File: src/rtl/swj_pkg.sv
package swj_pkg;

  localparam int SEL_W    = 16;
  localparam int NUM_SEL  = 4;

  // Selection codes as seen in the shift window (first received bit = bit 0).
  localparam logic [SEL_W-1:0] SEL_CODES [NUM_SEL] = '{
    16'hE79E,   // serial-wire, current
    16'hEDB6,   // serial-wire, older alternate
    16'hE73C,   // JTAG, current
    16'hDEAE    // JTAG, older alternate
  };
  localparam logic [NUM_SEL-1:0] SEL_TO_SWD = 4'b0011;

  typedef enum logic [1:0] {
    ST_HUNT  = 2'd0,
    ST_SHIFT = 2'd1,
    ST_ARMED = 2'd2
  } swj_state_e;

endpackage

File: src/rtl/swj_run_counter.sv
module swj_run_counter #(
  parameter int RUN_LEN = 50
) (
  input  logic clk_i,
  input  logic rst_ni,
  input  logic line_i,
  input  logic clr_i,
  output logic sat_o,
  output logic sat_nxt_o
);
  localparam int CW = $clog2(RUN_LEN + 1);
  localparam logic [CW-1:0] CMAX = CW'(RUN_LEN);

  logic [CW-1:0] cnt_q, cnt_d;

  always_comb begin
    if (clr_i || !line_i)  cnt_d = '0;
    else if (cnt_q == CMAX) cnt_d = cnt_q;
    else                    cnt_d = cnt_q + 1'b1;
  end

  always_ff @(posedge clk_i or negedge rst_ni) begin
    if (!rst_ni) cnt_q <= '0;
    else         cnt_q <= cnt_d;
  end

  assign sat_o     = (cnt_q == CMAX);
  assign sat_nxt_o = (cnt_d == CMAX);

endmodule

File: src/rtl/swj_code_shift.sv
module swj_code_shift #(
  parameter int W = 16
) (
  input  logic         clk_i,
  input  logic         rst_ni,
  input  logic         start_i,
  input  logic         en_i,
  input  logic         bit_i,
  output logic [W-1:0] window_o,
  output logic         last_o
);
  localparam int IW = $clog2(W);
  localparam logic [IW-1:0] ILAST = IW'(W - 1);

  logic [W-1:0]  sr_q, sr_d;
  logic [IW-1:0] idx_q, idx_d;
  logic          shift;

  assign shift    = start_i || en_i;
  assign window_o = {bit_i, sr_q[W-1:1]};
  assign last_o   = en_i && (idx_q == ILAST);

  always_comb begin
    sr_d  = sr_q;
    idx_d = idx_q;
    if (shift) sr_d = window_o;
    if (start_i)   idx_d = IW'(1);
    else if (en_i) idx_d = idx_q + 1'b1;
  end

  always_ff @(posedge clk_i or negedge rst_ni) begin
    if (!rst_ni) begin
      sr_q  <= '0;
      idx_q <= '0;
    end else begin
      sr_q  <= sr_d;
      idx_q <= idx_d;
    end
  end

endmodule

File: src/rtl/swj_code_decode.sv
module swj_code_decode
  import swj_pkg::*;
(
  input  logic [SEL_W-1:0] window_i,
  output logic             hit_o,
  output logic             to_swd_o
);
  logic [NUM_SEL-1:0] hit;

  for (genvar g = 0; g < NUM_SEL; g++) begin : g_cmp
    assign hit[g] = (window_i == SEL_CODES[g]);
  end

  assign hit_o    = |hit;
  assign to_swd_o = |(hit & SEL_TO_SWD);

endmodule

File: src/rtl/swj_mode_detect.sv
module swj_mode_detect
  import swj_pkg::*;
#(
  parameter int RUN_LEN = 50
) (
  input  logic clk_i,
  input  logic rst_ni,
  input  logic line_i,
  output logic mode_swd_o,
  output logic mode_chg_o,
  output logic line_rst_o
);
  swj_state_e      st_q, st_d;
  logic            pend_q, pend_d;
  logic            mode_q, mode_d;
  logic            chg_q, chg_d;
  logic            sat, sat_nxt;
  logic            start, shift_en, last, hit, to_swd, match, apply;
  logic [SEL_W-1:0] window;

  swj_run_counter #(.RUN_LEN(RUN_LEN)) u_run (
    .clk_i     (clk_i),
    .rst_ni    (rst_ni),
    .line_i    (line_i),
    .clr_i     (match),
    .sat_o     (sat),
    .sat_nxt_o (sat_nxt)
  );

  swj_code_shift #(.W(SEL_W)) u_shift (
    .clk_i    (clk_i),
    .rst_ni   (rst_ni),
    .start_i  (start),
    .en_i     (shift_en),
    .bit_i    (line_i),
    .window_o (window),
    .last_o   (last)
  );

  swj_code_decode u_dec (
    .window_i (window),
    .hit_o    (hit),
    .to_swd_o (to_swd)
  );

  assign start    = (st_q == ST_HUNT) && sat && !line_i;
  assign shift_en = (st_q == ST_SHIFT);
  assign match    = last && hit;
  assign apply    = (st_q == ST_ARMED) && sat_nxt;

  always_comb begin
    st_d   = st_q;
    pend_d = pend_q;
    unique case (st_q)
      ST_HUNT:  if (start) st_d = ST_SHIFT;
      ST_SHIFT: if (last) begin
                  st_d = hit ? ST_ARMED : ST_HUNT;
                  if (hit) pend_d = to_swd;
                end
      ST_ARMED: if (apply) st_d = ST_HUNT;
      default:  st_d = ST_HUNT;
    endcase
    mode_d = apply ? pend_q : mode_q;
    chg_d  = apply && (pend_q != mode_q);
  end

  always_ff @(posedge clk_i or negedge rst_ni) begin
    if (!rst_ni) begin
      st_q   <= ST_HUNT;
      pend_q <= 1'b0;
      mode_q <= 1'b0;
      chg_q  <= 1'b0;
    end else begin
      st_q   <= st_d;
      pend_q <= pend_d;
      mode_q <= mode_d;
      chg_q  <= chg_d;
    end
  end

  assign mode_swd_o = mode_q;
  assign mode_chg_o = chg_q;
  assign line_rst_o = sat;

endmodule

File: config.mk
export PLATFORM = sky130hd
export DESIGN_NAME = swj_mode_detect
export DESIGN_NICKNAME = d
export VERILOG_FILES = /design/src/rtl/swj_pkg.sv /design/src/rtl/swj_run_counter.sv /design/src/rtl/swj_code_shift.sv /design/src/rtl/swj_code_decode.sv /design/src/rtl/swj_mode_detect.sv
export SDC_FILE = /design/constraint.sdc
export NUM_CORES = 1
export LEC_CHECK = 0
export ABC_AREA = 0
export BUFFER_PORTS_ARGS = -buffer_cell sky130_fd_sc_hd__clkbuf_2
export CAP_MARGIN = 40
export CORE_UTILIZATION = 54
export CTS_CLUSTER_DIAMETER = 150
export CTS_CLUSTER_SIZE = 16
export DETAILED_ROUTE_END_ITERATION = 6
export PLACE_DENSITY = 0.74
export SLEW_MARGIN = 20
export SYNTH_ARGS = -nofsm -noshare
export SYNTH_HDL_FRONTEND = slang
export SYNTH_SLANG_ARGS = --single-unit
File: constraint.sdc
create_clock -name clk_i -period 2 [get_ports clk_i]
set_clock_uncertainty 0.2 [all_clocks]
set_input_delay 0.4 -clock clk_i [delete_from_list [all_inputs] [get_ports clk_i]]
set_output_delay 0.4 -clock clk_i [all_outputs]
set_load 0.02 [all_outputs]
==> flow_metrics.py <==
metrics = {
    "route": {
        "drt-total-wl_um": 3142,
        "drc": 0,
        "ant_nets": 0,
        "drtIter0Drc": 20,
        "vias": 1107,
        "dr.pass1.iters": 4,
        "viasPerCell": 5.920,
        "wl_per_cell_um": 16.80,
    },
    "timing": {
        "hold_violations": 0,
        "holdWs_ns": 0.1799,
        "fmax_ghz": 0.4454,
        "min_period_over_period": 1.123,
        "setup_viol_count_final": 18,
        "fin_crit_ns": 2.245,
        "slew_headroom": 0.5049,
        "worstMarginPinSlew_ns": 0.7426,
        "maxSlewViolCount": 0,
        "rsz0062_at_grt": "yes",
        "postLayoutSetupSlackWorst_ns": -0.2450,
    },
    "worst_setup_path": {
        "rr_startpoint": "u_run.cnt_q[0]",
        "startpoint_type": "flip-flop",
        "rr_endpoint": "mode_swd_o",
        "arrival_ns": 1.65,
        "cp-startpoint": "u_run.cnt_q[0]",
        "ff2ff_path_depth": 8,
        "critPathSlowestCell": "dfrtp_1",
        "path_class": "reg -> out",
        "cp.required_ns": 1.40,
        "worstPathCellList": "inv_1 > ha_2 > nand4b_1 > or2_4 > inv_2 > buf_8",
        "crit_fanout": 2,
        "reg2reg_slack_ns": -0.16,
        "timing.critical_path.to": "line_rst_o",
        "slowest_delay_ns": 0.40,
        "critPathCaptureType": "output port",
    },
    "global_route": {
        "grt_pass1_vias": 1030,
        "grt_antenna_before_repair": 0,
        "grt_max_degree": 31,
        "grt_pass1_wl_um": 4540,
        "track_usage": 0.2243,
        "overflow": 0,
    },
    "placed_design": {
        "dp.cells": 172,
        "hpwl_um": 1838,
        "place.port_buffers": 5,
        "place.gp.congestion": 0.8681,
    },
    "run": {
        "maxCapViolCount": 0,
    },
    "synth": {
        "ys_seq_area_frac": 0.4983,
        "syn-cell-area_mm2": 0.001506,
        "syn_nets": 141,
        "ys_top_cells_by_area": "dfrtp_1 50%, mux2_2 6.0%, mux2_1 4.5%, nor2_1 3.5%, ha_1 2.5%",
        "synth_warnings": 0,
        "synth_top_cell_area_share": 0.4983,
        "synth_area_per_cell_um2": 11.16,
        "ys_ff_latch": 30,
        "syn-instance-count": 135,
        "synth_cell_type_count": 44,
        "synth_top_area_cell": "dfrtp_1",
    },
    "run_status": {
        "violations": "setup timing",
        "status": "finished, violations left",
    },
    "clock_tree": {
        "cts_tree": "built",
        "clk_pin_slew_worst_paths_ns": 0.09,
        "clkSinkCount": 30,
        "cts_made_buffers": 5,
        "htree_levels": 2,
        "cts_buffer_depth": 2,
        "insertion_delay_ns": 0.34,
        "cts_root_buf": "clkbuf_4",
    },
    "cells_and_area": {
        "area_delta_synth_final_pct": 19.77,
        "regArea_um2": 750.7,
        "layout_commonest_cell": "dfrtp_1",
        "multiInputGateArea_um2": 782.0,
        "fin_cells": 187,
        "layout-drive-gt1-share": 0.3631,
        "mostFrequentLayoutCells": "30 x dfrtp_1, 12 x nor2_1, 10 x buf_4",
        "nFillCells": 172,
        "num_antenna_cells": 0,
        "nets": 162,
    },
    "power_and_ir_drop": {
        "ir_drop_mv": 0.5785,
        "power.density_mw_per_mm2": 589.7,
        "total_power_w": 0.001064,
        "leakagePower_nw": 0.8554,
    },
    "floorplan": {
        "io_pins": 6,
        "die_x_um": 54.82,
        "rows": 18,
        "die_area_mm2": 0.003005,
        "start_util": 0.5919,
        "core_mm2": 0.002545,
        "dieHeight_um": 54.82,
    },
    "min_path": {
        "hold_class": "in -> reg",
    },
}
worst min-delay path by stage:
| stage | startpoint | end | slack (ns) | depth (start not counted) |
|---|---|---|---|---|
| after global routing | line_i | u_run.cnt_q[4] | 0.17 | 2 |
| after floorplan | rst_ni | mode_chg_o | -0.1 | 0 |
| after CTS | line_i | u_run.cnt_q[4] | 0.18 | 2 |
| after global placement | rst_ni | u_run.cnt_q[0] | 0.28 | 1 |
| after detailed placement | rst_ni | mode_swd_o | 0.29 | 1 |
| final | line_i | u_run.cnt_q[4] | 0.18 | 2 |
per-layer routing:
metal  share of wire  track usage  vias to the layer above
met2            0.49       0.3635                       21
met1            0.45       0.2465                      551
met5               0            0                        -
met4           0.015       0.1239                        0
met3           0.039      0.09167                        6
li1                -            -                      529
layout make-up:
| class | count | area share |
|---|---|---|
| multi-input cells | 96 | 0.4334 |
| clock inverters | 2 | 0.006935 |
| clock buffers | 6 | 0.02843 |
| repair buffers | 20 | 0.08807 |
| inverters | 3 | 0.006241 |
| flip-flops and latches | 30 | 0.4161 |
| well taps | 30 | 0.02080 |
sequential cells by signal, indices dropped and copies added (netlist names):
signal         flops
u_shift.sr_q      15
u_run.cnt_q        6
u_shift.idx_q      4
mode_swd_o         1
st_q               2
pend_q             1
mode_chg_o         1
metrics by stage:
step	setup TNS (ns)	util	worst slack, ns	area (um2)
2_1_floorplan	0	-	0.01474	1506
3_3_place_gp	0	0.6205	0.03963	1579
3_5_place_dp	0	0.6205	0.003187	1579
4_1_cts	-0.2388	0.6785	-0.1439	1727
5_1_grt	-3.203	0.7089	-0.3101	1804
6_report	-1.592	0.7089	-0.2450	1804
worst max-delay path: cells and delay by family (launching register included):
| family | cells | cell delay, ns |
|---|---|---|
| AND/OR/NAND/NOR | 2 | 0.48 |
| flip-flops | 1 | 0.40 |
| buffers and inverters | 3 | 0.24 |
| adder cells (fa/ha/maj) | 1 | 0.18 |
report_power, final:
| group | internal [W] | switching, W | leakage [nW] | total, W |
|---|---|---|---|---|
| clock | 0.000169 | 0.000214 | 0.0343 | 0.000383 |
| sequential | 0.000612 | 0.00000771 | 0.399 | 0.000620 |
| combinational | 0.0000256 | 0.0000355 | 0.422 | 0.0000610 |
cell usage after synthesis (all sizes together):
master / count
a211oi: 2
a21oi: 2
a22o: 2
a31o: 1
a31oi: 1
and2: 1
and3b: 1
and4b: 1
buf: 5
clkbuf: 1
dfrtp: 30
ha: 3
inv: 3
mux2: 15
mux2i: 1
nand2: 9
nand2b: 2
nand3: 7
nand3b: 1
nand4: 4
nand4b: 1
nand4bb: 1
nor2: 14
nor2b: 1
nor3: 4
nor3b: 2
nor4b: 1
nor4bb: 2
o2111ai: 1
o21a: 1
o21ai: 7
o21bai: 1
o311a: 1
or2: 1
or3: 1
xnor2: 2
xor2: 2
what timing repair did:
item / CTS / global route
hold buffers: 1 / 0
pin swaps: 5 / 4
endpoints found under the hold margin: 30 / 0
setup buffers: 5 / 0
gates cloned: 2 / 1
resized for setup: 12 / 19
endpoints found under the setup margin: 4 / 20
cell families (layout without fill, tap and decap cells):
family / Yosys count / after routing / synth area share
and+or+nand+nor: 54 / 54 / 0.2035
DFF: 30 / 30 / 0.4983
AOI/OAI and AO/OA: 19 / 19 / 0.08805
muxes: 16 / 16 / 0.1213
buffers and inverters: 9 / 31 / 0.04069
xor gates and xnor gates: 4 / 4 / 0.02326
adders and majority gates: 3 / 3 / 0.02492
Note: power is estimated with default switching activity, not from simulation.
